===== src/rtl/xrc_pkg.sv =====
package xrc_pkg;
  localparam int CMD_W = 7;

  typedef struct packed {
    logic acf2;
    logic init;
    logic go;
    logic term;
    logic attn_clr;
    logic eor_clr;
    logic mclr;
  } cmd_t;

  typedef enum logic [1:0] {
    FSEL_IMM  = 2'd0,
    FSEL_RD   = 2'd1,
    FSEL_WR   = 2'd2,
    FSEL_NONE = 2'd3
  } fsel_e;
endpackage


===== src/rtl/xrc_range_cnt.sv =====
module xrc_range_cnt #(
  parameter int CNT_W = 24
) (
  input  logic             clk_i,
  input  logic             rst_ni,
  input  logic             clr_i,
  input  logic             load_i,
  input  logic [CNT_W-1:0] load_val_i,
  input  logic             stb_i,
  input  logic             run_i,
  output logic [CNT_W-1:0] cnt_o,
  output logic             uflow_o
);
  logic dec;

  assign dec     = stb_i & run_i & ~clr_i & ~load_i;
  assign uflow_o = dec & (cnt_o == '0);

  always_ff @(posedge clk_i or negedge rst_ni) begin
    if (!rst_ni)     cnt_o <= '0;
    else if (clr_i)  cnt_o <= '0;
    else if (load_i) cnt_o <= load_val_i;
    else if (dec)    cnt_o <= cnt_o - 1'b1;
  end


  wrap_all_ones_chk: assert property (@(posedge clk_i) disable iff (!rst_ni)
    (stb_i && run_i && !clr_i && !load_i && cnt_o == '0) |=> (cnt_o == {CNT_W{1'b1}}))
    else $error("range did not wrap");


  idle_hold_chk: assert property (@(posedge clk_i) disable iff (!rst_ni)
    (!run_i && !clr_i && !load_i) |=> $stable(cnt_o))
    else $error("range moved while idle");


  load_chk: assert property (@(posedge clk_i) disable iff (!rst_ni)
    (load_i && !clr_i) |=> (cnt_o == $past(load_val_i)))
    else $error("load lost");
endmodule


===== src/rtl/xrc_flags.sv =====
module xrc_flags (
  input  logic clk_i,
  input  logic rst_ni,
  input  logic attn_i,
  input  logic mclr_i,
  input  logic eor_clr_i,
  input  logic attn_clr_i,
  input  logic term_i,
  input  logic go_i,
  input  logic uflow_i,
  output logic ready_o,
  output logic eor_o,
  output logic attnf_o,
  output logic attn_lvl_o,
  output logic go_o
);
  logic rise, go_ok;
  logic rdy_n, eor_n, attf_n;

  assign rise  = attn_i & ~attn_lvl_o;
  assign go_ok = go_i & ~attn_i;

  // order: master clear, flag clears, hardware sets, TERM, GO
  always_comb begin
    rdy_n  = ready_o;
    eor_n  = eor_o;
    attf_n = attnf_o;
    if (mclr_i) begin
      rdy_n  = 1'b1;
      eor_n  = 1'b0;
      attf_n = 1'b0;
    end
    if (eor_clr_i)  eor_n  = 1'b0;
    if (attn_clr_i) attf_n = 1'b0;
    if (uflow_i) begin
      eor_n = 1'b1;
      rdy_n = 1'b1;
    end
    if (rise) begin
      attf_n = 1'b1;
      rdy_n  = 1'b1;
    end
    if (term_i) rdy_n = 1'b1;
    if (go_ok)  rdy_n = 1'b0;
  end

  always_ff @(posedge clk_i or negedge rst_ni) begin
    if (!rst_ni) begin
      ready_o    <= 1'b1;
      eor_o      <= 1'b0;
      attnf_o    <= 1'b0;
      attn_lvl_o <= 1'b0;
      go_o       <= 1'b0;
    end else begin
      ready_o    <= rdy_n;
      eor_o      <= eor_n;
      attnf_o    <= attf_n;
      attn_lvl_o <= attn_i;
      go_o       <= go_ok;
    end
  end


  go_clears_ready_chk: assert property (@(posedge clk_i) disable iff (!rst_ni)
    (go_i && !attn_i) |=> (!ready_o && go_o))
    else $error("GO not taken");


  go_ignored_chk: assert property (@(posedge clk_i) disable iff (!rst_ni)
    (go_i && attn_i && ready_o) |=> (ready_o && !go_o))
    else $error("GO taken under attention");


  attn_edge_chk: assert property (@(posedge clk_i) disable iff (!rst_ni)
    (attn_i && !attn_lvl_o) |=> (attnf_o && ready_o))
    else $error("attention edge missed");


  term_ready_chk: assert property (@(posedge clk_i) disable iff (!rst_ni)
    (term_i && !go_i) |=> ready_o)
    else $error("TERM did not set ready");


  go_single_chk: assert property (@(posedge clk_i) disable iff (!rst_ni)
    go_o |=> (!go_o || $past(go_i)))
    else $error("GO pulse stretched");
endmodule


===== src/rtl/xrc_fcn.sv =====
module xrc_fcn
  import xrc_pkg::*;
#(
  parameter int         FCN_W  = 3,
  parameter logic [2:0] RD_DEF = 3'b101,
  parameter logic [2:0] WR_DEF = 3'b100
) (
  input  logic             clk_i,
  input  logic             rst_ni,
  input  logic             clr_i,
  input  logic             we_i,
  input  fsel_e            sel_i,
  input  logic [FCN_W-1:0] val_i,
  input  logic             start_i,
  input  logic             rd_i,
  output logic [FCN_W-1:0] fcn_o
);
  logic [FCN_W-1:0] rd_q, wr_q;

  always_ff @(posedge clk_i or negedge rst_ni) begin
    if (!rst_ni) begin
      rd_q <= FCN_W'(RD_DEF);
      wr_q <= FCN_W'(WR_DEF);
    end else if (we_i) begin
      if (sel_i == FSEL_RD) rd_q <= val_i;
      if (sel_i == FSEL_WR) wr_q <= val_i;
    end
  end

  always_ff @(posedge clk_i or negedge rst_ni) begin
    if (!rst_ni)                         fcn_o <= '0;
    else if (clr_i)                      fcn_o <= '0;
    else if (start_i)                    fcn_o <= rd_i ? rd_q : wr_q;
    else if (we_i && sel_i == FSEL_IMM)  fcn_o <= val_i;
  end


  mclr_fcn_chk: assert property (@(posedge clk_i) disable iff (!rst_ni)
    clr_i |=> (fcn_o == '0))
    else $error("function bits survived clear");


  fcn_hold_chk: assert property (@(posedge clk_i) disable iff (!rst_ni)
    (!clr_i && !start_i && !we_i) |=> $stable(fcn_o))
    else $error("function bits moved");
endmodule


===== src/rtl/xfer_range_ctrl.sv =====
module xfer_range_ctrl
  import xrc_pkg::*;
#(
  parameter int CNT_W = 24,
  parameter int FCN_W = 3,
  parameter int STS_W = 3
) (
  input  logic               clk_i,
  input  logic               rst_ni,
  input  logic               cmd_valid_i,
  input  logic [CMD_W-1:0]   cmd_i,
  input  logic               range_load_i,
  input  logic [CNT_W-1:0]   range_val_i,
  input  logic               word_stb_i,
  input  logic               attn_i,
  input  logic               fcn_we_i,
  input  logic [1:0]         fcn_sel_i,
  input  logic [FCN_W-1:0]   fcn_val_i,
  input  logic               xfer_start_i,
  input  logic               xfer_rd_i,
  input  logic [STS_W-1:0]   sts_i,
  output logic               ready_o,
  output logic               go_o,
  output logic               init_o,
  output logic               acf2_o,
  output logic [FCN_W-1:0]   fcn_o,
  output logic [CNT_W-1:0]   range_o,
  output logic [STS_W+3:0]   status_o
);
  cmd_t cmd;
  logic uflow, eor_f, attn_f, attn_lvl;

  assign cmd = cmd_valid_i ? cmd_t'(cmd_i) : '0;

  xrc_range_cnt #(.CNT_W(CNT_W)) u_cnt (
    .clk_i      (clk_i),
    .rst_ni     (rst_ni),
    .clr_i      (cmd.mclr),
    .load_i     (range_load_i),
    .load_val_i (range_val_i),
    .stb_i      (word_stb_i),
    .run_i      (~ready_o),
    .cnt_o      (range_o),
    .uflow_o    (uflow)
  );

  xrc_flags u_flags (
    .clk_i      (clk_i),
    .rst_ni     (rst_ni),
    .attn_i     (attn_i),
    .mclr_i     (cmd.mclr),
    .eor_clr_i  (cmd.eor_clr),
    .attn_clr_i (cmd.attn_clr),
    .term_i     (cmd.term),
    .go_i       (cmd.go),
    .uflow_i    (uflow),
    .ready_o    (ready_o),
    .eor_o      (eor_f),
    .attnf_o    (attn_f),
    .attn_lvl_o (attn_lvl),
    .go_o       (go_o)
  );

  xrc_fcn #(.FCN_W(FCN_W)) u_fcn (
    .clk_i   (clk_i),
    .rst_ni  (rst_ni),
    .clr_i   (cmd.mclr),
    .we_i    (fcn_we_i),
    .sel_i   (fsel_e'(fcn_sel_i)),
    .val_i   (fcn_val_i),
    .start_i (xfer_start_i),
    .rd_i    (xfer_rd_i),
    .fcn_o   (fcn_o)
  );

  // device-only pulses
  always_ff @(posedge clk_i or negedge rst_ni) begin
    if (!rst_ni) begin
      init_o <= 1'b0;
      acf2_o <= 1'b0;
    end else begin
      init_o <= cmd.init;
      acf2_o <= cmd.acf2;
    end
  end

  assign status_o = {sts_i, attn_lvl, attn_f, eor_f, ready_o};


  mclr_state_chk: assert property (@(posedge clk_i) disable iff (!rst_ni)
    (cmd.mclr && !cmd.go) |=> (ready_o && range_o == '0 && !eor_f && !attn_f))
    else $error("master clear incomplete");


  init_pulse_chk: assert property (@(posedge clk_i) disable iff (!rst_ni)
    init_o |=> (!init_o || $past(cmd.init)))
    else $error("INIT stretched");


  eor_ready_chk: assert property (@(posedge clk_i) disable iff (!rst_ni)
    $rose(eor_f) |-> ready_o)
    else $error("end of range without ready");
endmodule


===== config.mk =====
export PLATFORM = sky130hd
export DESIGN_NAME = xfer_range_ctrl
export DESIGN_NICKNAME = d
export VERILOG_FILES = /design/src/rtl/xrc_pkg.sv /design/src/rtl/xrc_range_cnt.sv /design/src/rtl/xrc_flags.sv /design/src/rtl/xrc_fcn.sv /design/src/rtl/xfer_range_ctrl.sv
export SDC_FILE = /design/constraint.sdc
export NUM_CORES = 1
export LEC_CHECK = 0
export BUFFER_PORTS_ARGS = -buffer_cell sky130_fd_sc_hd__buf_2
export CAP_MARGIN = 25
export CORE_MARGIN = 2
export CORE_UTILIZATION = 53
export DETAILED_ROUTE_END_ITERATION = 16
export MAX_ROUTING_LAYER = met4
export PLACE_DENSITY_LB_ADDON = 0.08
export SLEW_MARGIN = 20
export SYNTH_ARGS = -nofsm -noshare
export SYNTH_HDL_FRONTEND = slang
export SYNTH_SLANG_ARGS = --single-unit
export TNS_END_PERCENT = 30

===== constraint.sdc =====
create_clock -name clk_i -period 4.4 [get_ports clk_i]
set_input_delay 1.1 -clock clk_i [delete_from_list [all_inputs] [get_ports clk_i]]
set_output_delay 1.1 -clock clk_i [all_outputs]
set_load 0.1 [all_outputs]

==> impl_metrics.csv, run 1 <==
group,metric,value,unit
sta,fmax,375.9,MHz
clocking,clk_pin_slew,0.08,ns
logic_synthesis,synthDistinctLibCells,45,
logic_synthesis,synthArstFlopShare,100.0,%
run_status,status,"complete, no violations",
grt,grt_max_degree,41,
logic_synthesis,synth_xor_area_share,3.937,%
layout,layout_common_cells,"buf_2, dfrtp_1, o21ai_0",
floorplanning,initial_core_util,55.22,%
sta,tightestPinTransition,0.8825,ns
floorplanning,fp.dieH,68.79,um
grt,first_global_vias,1804,
logic_synthesis,synth-compound-area-share,16.31,%
pwr,p_leak,1.190,nW
placement,hpwl,3893,um
clocking,cts.htree.levels,2,
clocking,cts_root_buf,"clkbuf_8",
clocking,cts.repair.resized,0,
floorplanning,io_pins,86,
setup_path,cp-end-kind,"flip-flop",
clocking,ctsLongestPathBuffers,2,
clocking,cts_tree,"done",
setup_path,cp_data_required_time,4.62,ns
clocking,clock_sinks,40,
drt,vias,2021,
placement,gp_congestion,0.8219,
floorplanning,rows,23,
sta,finalSetupViolations,0,
logic_synthesis,yosys_warnings,0,
clocking,insertion_delay,0.30,ns
placement,io_buffers,79,
setup_path,critPathLaunchType,"input pin",
flow_run,cap_violations,0,
clocking,post_cts_buffers,0,
sta,relSlewSlack,41.16,%
logic_synthesis,synth_fa_ha_area_share,1.125,%
clocking,hold_buffers,0,
layout,final_common_cell,"buf_2",
setup_path,worstSetupPathType,"input pin to flip-flop",
setup_path,critPathMaxFanout,8,
layout,finalNetCount,343,
logic_synthesis,ys_seq_elements,40,
pwr,vdd_drop_max,0.1922,mV
hold_path,hp-class,"flip-flop to flip-flop",
logic_synthesis,synth_seq_area_share,45.22,%
logic_synthesis,synth-edff-count,0,
drt,routedWlPerCell,15.80,um
drt,dr.first_iter.drc_count,82,
sta,skew,0.004128,ns
sta,holdWs,0.4703,ns
sta,rsz0062_at_grt,"no",
logic_synthesis,synth_top_family_by_area,"simple AND/OR/NAND/NOR gates",
grt,grt_overflow,0,
logic_synthesis,synth_nets,277,
pwr,powerDensity,431.8,nW/um2
logic_synthesis,synthSimpleGateAreaFrac,21.09,%
layout,antennaDiodeCount,0,
grt,antenna_found_initial,0,
drt,via_per_inst,5.875,
drt,drc,0,
layout,drive_above_1_share,36.05,%
setup_path,arrival,2.88,ns
sta,min_period,2.660,ns
sta,finalCritPeriodShare,60.45,%
sta,drv_slew,0,
floorplanning,die_area,4731,um2
clocking,cts-buffers-inserted,5,
grt,grt_pass1_wl,8445,um
layout,final_util,66.68,%
sta,hold_viol_final,0,
logic_synthesis,synthMuxAreaShare,6.637,%
drt,dr.pass1.iters,4,
logic_synthesis,syn_inst,227,
drt,wl,5436,um
logic_synthesis,synth.cell_area,2225,um2
layout,fillCellCount,359,
logic_synthesis,syn_avg_cell_area,9.800,um2
logic_synthesis,synthFlopType,"dfrtp_1",
drt,ant_nets,0,
layout,area_delta_synth_final,20.75,%
floorplanning,die_x,68.79,um
floorplanning,core-area,4029,um2
grt,grt_util_all_layers,25.05,%
sta,tns,0,ns
cell usage after synthesis (2+ instances only):
cell | n | area (um2)
a211oi_1 | 2 | 15.01
a21oi_1 | 11 | 55.05
a311oi_1 | 2 | 17.52
a31oi_1 | 8 | 50.05
and2_1 | 3 | 18.77
buf_2 | 2 | 10.01
buf_4 | 7 | 52.55
clkbuf_1 | 11 | 41.29
dfrtp_1 | 36 | 900.9
dfstp_2 | 4 | 105.1
ha_1 | 2 | 25.02
inv_1 | 2 | 7.510
mux2_2 | 6 | 67.56
mux2i_1 | 8 | 80.08
nand2_1 | 7 | 26.28
nand3_1 | 2 | 10.01
nand3b_1 | 3 | 22.52
nor2_1 | 14 | 52.55
nor2b_1 | 2 | 12.51
nor3_1 | 7 | 35.03
nor3b_1 | 2 | 15.01
nor4_1 | 7 | 43.79
o21ai_0 | 21 | 105.1
o31a_1 | 2 | 17.52
o31ai_1 | 7 | 52.55
or2_2 | 3 | 18.77
or3_1 | 10 | 62.56
or4_1 | 9 | 67.56
or4_4 | 3 | 33.78
xnor2_1 | 9 | 78.83
per-layer routing:
layer	vias up	wire length [um]	part of all wire [%]	global-route usage (%)
li1	984	-	-	-
met1	966	2401	44	32.64
met2	64	2646	49	39.42
met3	7	326	6.0	5.032
met4	0	62	1.1	8.088
met5	-	0	0	-
final cells by class:
| type | count | area [um2] | area share, % |
|---|---|---|---|
| Sequential cell | 40 | 1006 | 37.45 |
| Multi-Input combinational cell | 163 | 1092 | 40.66 |
| Tap cell | 50 | 62.56 | 2.329 |
| Timing Repair Buffer | 80 | 402.9 | 15.00 |
| Clock buffer | 5 | 68.82 | 2.562 |
| Inverter | 3 | 11.26 | 0.4192 |
| Clock inverter | 3 | 42.54 | 1.584 |
metrics by stage:
stage / cells / instance area, um2 / total power [mW] / setup slack, ns
floorplan: 227 / 2225 / 0.7927 / 1.629
global placement: 336 / 2575 / 0.8614 / 1.502
detailed placement: 336 / 2575 / 0.8690 / 1.428
CTS: 344 / 2686 / 1.168 / 1.751
global route: 344 / 2686 / 1.211 / 1.680
finish: 344 / 2686 / 1.160 / 1.740
flip-flops by register name, indices dropped and copies added (netlist names), 3 cells and up:
register     count
u_fcn.fcn_o      3
u_cnt.cnt_o     24
u_fcn.wr_q       3
u_fcn.rd_q       3
final timing paths:
| path | start | endpoint | slack, ns | depth (start not counted) |
|---|---|---|---|---|
| setup reg to reg | u_cnt.cnt_o[6]$_DFFE_PN0P_ | u_flags.ready_o$_DFFE_PN1P_ | 1.98 | 4 |
| min in group asynchronous | rst_ni | u_cnt.cnt_o[2]$_DFFE_PN0P_ | 0.92 | 1 |
| max in group asynchronous | rst_ni | u_cnt.cnt_o[6]$_DFFE_PN0P_ | 2.92 | 1 |
| hold / removal | u_flags.eor_o$_DFFE_PN0P_ | u_flags.eor_o$_DFFE_PN0P_ | 0.47 | 2 |
| setup / recovery | word_stb_i | u_cnt.cnt_o[13]$_DFFE_PN0P_ | 1.74 | 5 |
| hold reg to reg | u_flags.eor_o$_DFFE_PN0P_ | u_flags.eor_o$_DFFE_PN0P_ | 0.47 | 2 |
where the power goes:
group	leakage, nW	internal (mW)	switching, mW	total (mW)
logic	0.650	0.0891	0.323	0.412
registers	0.486	0.412	0.0371	0.449
clock network	0.0541	0.168	0.131	0.299
critical path, stage by stage:
cell and delay, ns:
buf_2 0.09, or4b_1 0.60, nor3_1 0.28, or4b_2 0.61, a31oi_1 0.18
cells by family after synthesis:
group                      Yosys count
AOI/OAI and AO/OA                   59
xor gates and xnor gates            10
adders and majority gates            2
buffers and inverters               24
DFF                                 40
muxes                               14
and+or+nand+nor                     78
No activity file was read; power rests on OpenSTA's default activity.
==> run 2: changes to the inputs <==
--- a/config.mk
+++ b/config.mk
@@ -8,7 +8,7 @@
 export BUFFER_PORTS_ARGS = -buffer_cell sky130_fd_sc_hd__buf_2
 export CAP_MARGIN = 25
 export CORE_MARGIN = 2
-export CORE_UTILIZATION = 53
+export CORE_UTILIZATION = 44
 export DETAILED_ROUTE_END_ITERATION = 16
 export MAX_ROUTING_LAYER = met4
 export PLACE_DENSITY_LB_ADDON = 0.08
==> constraint.sdc (replaced) <==
create_clock -name clk_i -period 2.3 [get_ports clk_i]
set_input_delay 0.575 -clock clk_i [delete_from_list [all_inputs] [get_ports clk_i]]
set_output_delay 0.575 -clock clk_i [all_outputs]
set_load 0.1 [all_outputs]
==> run 2 against run 1 <==
Against the previous run:
- clock-buffer cell count unchanged
- clock skew up 0.0031 ns
- first-iteration DRC count up 30%
- sequential power up 92%
- clock power up 94%
- worst hold slack worse by 0.23 ns
- global-route usage down 3.6 points
- final area up 8.2%
- critical path type is now flip-flop to flip-flop
- critical endpoint is now u_cnt.cnt_o[22]$_DFFE_PN0P_
- largest cell class unchanged
- largest power group unchanged
- highest routed layer unchanged
==> impl_metrics.csv, run 2 (same netlist as run 1, synthesis figures left out) <==
group,metric,value,unit
run_status,status,"complete, no violations",
layout,regMostFlops,"u_cnt.cnt_o",
floorplanning,die_area,5641,um2
pwr,p_comb_share,36.5,%
clocking,clk_pin_slew,0.08,ns
layout,layout_common_cells,"buf_2, o21ai_0, dfrtp_1",
pwr,p_clk_share,25.5,%
sta,fmax,441.5,MHz
grt,grt_util_all_layers,21.46,%
clocking,cts_tree,"done",
pwr,powerDensity,781.5,nW/um2
sta,finalCritPeriodShare,98.48,%
layout,final_util,60.73,%
setup_path,crit_top_cell,"or4_4",
setup_path,cp_data_required_time,2.49,ns
grt,grt_pass1_wl,8914,um
sta,skew,0.007223,ns
drt,wl,5576,um
clocking,cts_root_buf,"clkbuf_8",
floorplanning,core-area,4786,um2
pwr,p_int,1.320,mW
placement,io_buffers,79,
grt,grt_overflow,0,
floorplanning,rows,25,
hold_path,hp-class,"input pin to asynchronous set/reset pin",
grt,first_global_vias,1874,
setup_path,arrival,2.46,ns
floorplanning,fp.dieH,75.11,um
pwr,vdd_drop_max,0.3041,mV
sta,holdWs,0.2402,ns
layout,drive_above_1_share,45.69,%
pwr,switching_power,0.9512,mW
layout,instances_no_fill,380,
setup_path,cp-end-kind,"flip-flop",
placement,gp_congestion,0.8276,
setup_path,path_cells,"or4_4, or4_4, o31a_1, o311a_1",
sta,min_period,2.265,ns
drt,vias,2083,
setup_path,worstSetupPathType,"flip-flop to flip-flop",
setup_path,cp_num_buf_inv,0,
clocking,clock_sinks,40,
sta,relSlewSlack,65.66,%
setup_path,critPathLaunchType,"flip-flop",
sta,tns,0,ns
drt,routedWlPerCell,14.67,um
layout,final_common_cell,"buf_2",
pwr,sw_frac_of_total,41.87,%
floorplanning,die_x,75.11,um
layout,fillCellCount,456,
clocking,insertion_delay,0.30,ns
grt,antenna_found_initial,0,
floorplanning,initial_core_util,46.48,%
drt,ant_nets,0,
drt,dr.first_iter.drc_count,107,
sta,drv_slew,0,
setup_path,critPathMaxFanout,17,
flow_run,cap_violations,0,
pwr,seqPwrFrac,38.0,%
placement,place_ws,-0.009855,ns
grt,grt_max_degree,28,
sta,rsz0062_at_grt,"yes",
sta,finalSetupViolations,0,
layout,finalNetCount,362,
layout,largest_reg_flops,24,
clocking,cts.htree.levels,2,
layout,antennaDiodeCount,0,
placement,dp_cells,372,
setup_path,crit_family,"simple AND/OR/NAND/NOR gates",
pwr,p_leak,1.267,nW
setup_path,critical-path-max-stage-delay,0.54,ns
setup_path,cp_slowest_cell,"or4_4",
sta,layout_setup_ws,0.03498,ns
sta,hold_viol_final,0,
clocking,cts-buffers-inserted,5,
sta,tightestPinTransition,0.5151,ns
drt,via_per_inst,5.482,
floorplanning,io_pins,86,
drt,drc,0,
clocking,ctsLongestPathBuffers,2,
placement,hpwl,4204,um
drt,dr.pass1.iters,4,
layout,area_delta_synth_final,30.65,%
==> run 2: final cells by class <==
class	instances	area (um2)	share of cell area [%]
inverters	3	11.26	0.3874
flip-flops and latches	40	1041	35.82
clock inverters	3	42.54	1.464
multi-input cells	163	1101	37.88
repair buffers	99	558.0	19.20
well taps	67	83.83	2.884
clock buffers	5	68.82	2.368
==> run 2: worst paths after layout <==
kind                                             start  slack (ns)  cells after the start                           end
max reg2reg                 u_cnt.cnt_o[9]$_DFFE_PN0P_        0.03                      4   u_cnt.cnt_o[22]$_DFFE_PN0P_
max in group asynchronous                       rst_ni        1.49                      2     u_fcn.rd_q[0]$_DFFE_PN1P_
min in group clk_i                              attn_i        0.41                      1  u_flags.attn_lvl_o$_DFF_PN0_
min reg2reg                u_flags.attnf_o$_DFFE_PN0P_        0.48                      1   u_flags.attnf_o$_DFFE_PN0P_
max                         u_cnt.cnt_o[9]$_DFFE_PN0P_        0.03                      4   u_cnt.cnt_o[22]$_DFFE_PN0P_
min                                             rst_ni        0.24                      1   u_cnt.cnt_o[23]$_DFFE_PN0P_
==> run 2: what timing repair did <==
action | 4_1_cts | 5_1_grt
setup buffers | 0 | 0
setup endpoints to repair | 0 | 4
gates resized for setup | 0 | 2
hold buffers | 0 | 0
==> run 2: power by group through the flow <==
stage | logic, mW | registers, mW | clock network [mW]
3_5_place_dp | 0.832 | 0.876 | 0
3_3_place_gp | 0.826 | 0.873 | 0
5_1_grt | 0.877 | 0.876 | 0.618
6_report | 0.830 | 0.863 | 0.579
4_1_cts | 0.833 | 0.862 | 0.594
2_1_floorplan | 0.255 | 1.28 | 0
==> run 2: routing by layer <==
layer / part of all wire, % / GRT usage (%) / vias up
li1: - / - / 1015
met1: 47 / 29.54 / 997
met2: 46 / 32.07 / 64
met3: 6.0 / 3.481 / 7
met4: 1.3 / 7.540 / 0
met5: 0 / - / -
==> run 2: through the flow <==
step / cell area [um2] / power [mW]
detailed placement: 2786 / 1.708
global route: 2907 / 2.370
CTS: 2898 / 2.289
floorplan: 2268 / 1.532
finish: 2907 / 2.272
global placement: 2786 / 1.699
==> run 3: changes to the inputs <==
--- a/config.mk
+++ b/config.mk
@@ -7,6 +7,7 @@
 export LEC_CHECK = 0
 export BUFFER_PORTS_ARGS = -buffer_cell sky130_fd_sc_hd__buf_2
 export CAP_MARGIN = 25
+export CORE_ASPECT_RATIO = 1.2
 export CORE_MARGIN = 2
 export CORE_UTILIZATION = 44
 export DETAILED_ROUTE_END_ITERATION = 16
==> run 3 against run 2 <==
Against the previous run:
- clock power shrank 0.9%
- non-clock buffer count is the same
- first-iteration DRC count is the same
- highest routed layer unchanged
- power is essentially flat
- global-route usage grew 0.85 points
- critical path type unchanged
- die area is essentially flat
- core utilization shrank 1.9 points
- sequential power shrank 0.5%
- flip-flop and latch count is the same
- final area shrank 0.73%
- largest cell class unchanged
- via count shrank 1.1%
- worst hold slack gained 0.12 ns
==> impl_metrics.csv, run 3 (same netlist as run 1, synthesis figures left out) <==
group,metric,value,unit
clocking,clk_pin_slew,0.08,ns
floorplanning,core-area,4905,um2
layout,finalNetCount,362,
hold_path,hp-class,"input pin to asynchronous set/reset pin",
setup_path,rr_worst_depth,4,
grt,first_global_vias,1936,
grt,grt_overflow,0,
sta,relSlewSlack,47.54,%
pwr,sw_frac_of_total,41.75,%
clocking,cts_tree,"done",
sta,hold_viol_final,0,
drt,routedWlPerCell,15.39,um
layout,drive_above_1_share,44.73,%
drt,drc,0,
run_status,status,"complete, no violations",
pwr,p_total,2.273,mW
floorplanning,rows,28,
layout,largest_reg_flops,24,
placement,gp_congestion,0.8321,
sta,tightestPinTransition,0.7869,ns
drt,wl,5739,um
sta,min_period,2.270,ns
sta,drv_slew,0,
pwr,p_leak,1.267,nW
setup_path,r2r_setup_slack,0.03,ns
placement,place_ws,-0.008092,ns
flow_run,cap_violations,0,
setup_path,worstSetupPathType,"flip-flop to flip-flop",
clocking,cts.repair.resized,0,
layout,final_common_cell,"buf_2",
layout,fillCellCount,459,
sta,layout_setup_ws,0.02955,ns
floorplanning,io_pins,86,
layout,regMostFlops,"u_cnt.cnt_o",
drt,ant_nets,0,
setup_path,critPathMaxFanout,17,
layout,antennaDiodeCount,0,
grt,grt_util_all_layers,22.32,%
clocking,cts_root_buf,"clkbuf_8",
setup_path,cp-end-kind,"flip-flop",
clocking,cts.htree.levels,2,
grt,antenna_found_initial,0,
floorplanning,initial_core_util,45.36,%
clocking,hold_buffers,0,
setup_path,rr_endpoint,"u_cnt.cnt_o[22]$_DFFE_PN0P_",
drt,dr.first_iter.drc_count,107,
clocking,post_cts_buffers,0,
setup_path,critPathLaunchType,"flip-flop",
layout,area_delta_synth_final,29.70,%
setup_path,cp_data_required_time,2.49,ns
sta,skew,0.006046,ns
layout,multi_input_area,1092,um2
floorplanning,die_x,68.91,um
layout,layout_common_cells,"buf_2, o21ai_0, dfrtp_1",
drt,via_per_inst,5.523,
pwr,p_int,1.324,mW
sta,finalSetupViolations,0,
setup_path,reg2reg_from,"u_cnt.cnt_o[9]$_DFFE_PN0P_",
pwr,powerDensity,787.9,nW/um2
clocking,clock_sinks,40,
placement,dp_cells,365,
grt,use_met3,3.562,%
grt,grtUsageMet1,28.05,%
layout,instances_no_fill,373,
clocking,cts-buffers-inserted,5,
pwr,switching_power,0.9490,mW
clocking,insertion_delay,0.30,ns
grt,grt_pass1_wl,9183,um
drt,vias,2060,
clocking,ctsLongestPathBuffers,2,
drt,dr.pass1.iters,4,
placement,hpwl,4225,um
layout,final_util,58.83,%
pwr,seqPwrFrac,37.8,%
grt,busiest_layer,"met2",
grt,globalRouteMet2Util,36.92,%
sta,rsz0062_at_grt,"yes",
floorplanning,fp.dieH,81.89,um
grt,grt_max_degree,42,
pwr,p_clk_share,25.3,%
layout,ff_latch_area,1041,um2
floorplanning,die_area,5643,um2
setup_path,arrival,2.46,ns
placement,io_buffers,79,
pwr,p_comb_share,36.9,%
sta,fmax,440.4,MHz
pwr,vdd_drop_max,0.3934,mV
sta,finalCritPeriodShare,98.72,%
## run 3: cell count changes in the layout (fill, tap and decap cells not counted)
| cell | previous run | this run |
|---|---|---|
| nor3_1 | 6 | 7 |
| or4_4 | 4 | 3 |
| nor3_2 | 1 | 0 |
| or4_1 | 8 | 9 |
| clkbuf_1 | 0 | 1 |
| clkinvlp_4 | 1 | 0 |
## run 3: power groups by stage
| stage | Combinational [mW] | Clock (mW) | Sequential [mW] |
|---|---|---|---|
| 2_1_floorplan | 0.255 | 0 | 1.28 |
| 3_3_place_gp | 0.840 | 0 | 0.869 |
| 3_5_place_dp | 0.845 | 0 | 0.872 |
| 4_1_cts | 0.847 | 0.592 | 0.859 |
| 5_1_grt | 0.893 | 0.626 | 0.870 |
| 6_report | 0.840 | 0.574 | 0.859 |
## run 3: how the worst max path moves through the flow
stage / startpoint / depth (start not counted) / to
after CTS: u_cnt.cnt_o[9]$_DFFE_PN0P_ / 4 / u_cnt.cnt_o[22]$_DFFE_PN0P_
after detailed placement: word_stb_i / 5 / u_cnt.cnt_o[13]$_DFFE_PN0P_
after global routing: u_cnt.cnt_o[9]$_DFFE_PN0P_ / 4 / u_cnt.cnt_o[22]$_DFFE_PN0P_
after global placement: word_stb_i / 5 / u_cnt.cnt_o[17]$_DFFE_PN0P_
final: u_cnt.cnt_o[9]$_DFFE_PN0P_ / 4 / u_cnt.cnt_o[22]$_DFFE_PN0P_
after floorplan: u_cnt.cnt_o[5]$_DFFE_PN0P_ / 6 / u_cnt.cnt_o[22]$_DFFE_PN0P_
## run 3: metal layers
layer  part of all wire (%)  vias to the layer above
li1                       -                     1012
met1                     42                      961
met2                     50                       79
met3                    6.7                        8
met4                    1.3                        0
met5                      0                        -
## run 3: metrics by stage
step	cell area [um2]	setup TNS, ns	hold slack, ns
2_1_floorplan	2268	-1.370	0.2794
3_3_place_gp	2778	0	0.4576
3_5_place_dp	2778	-0.008092	0.4661
4_1_cts	2885	0	0.3773
5_1_grt	2885	-0.01087	0.4037
6_report	2885	0	0.3553
## run 3: final cells by class
| cell class | count | share of cell area (%) |
|---|---|---|
| Multi-Input combinational cell | 163 | 37.86 |
| Tap cell | 60 | 2.602 |
| Inverter | 3 | 0.3903 |
| Clock inverter | 2 | 1.214 |
| Clock buffer | 6 | 2.515 |
| Sequential cell | 40 | 36.08 |
| Timing Repair Buffer | 99 | 19.34 |
## run 3: critical path, stage by stage, from the launching register on
cell	delay, ns
dfrtp_4	0.47
or4_4	0.54
or4_4	0.53
o31a_1	0.27
o311a_1	0.34
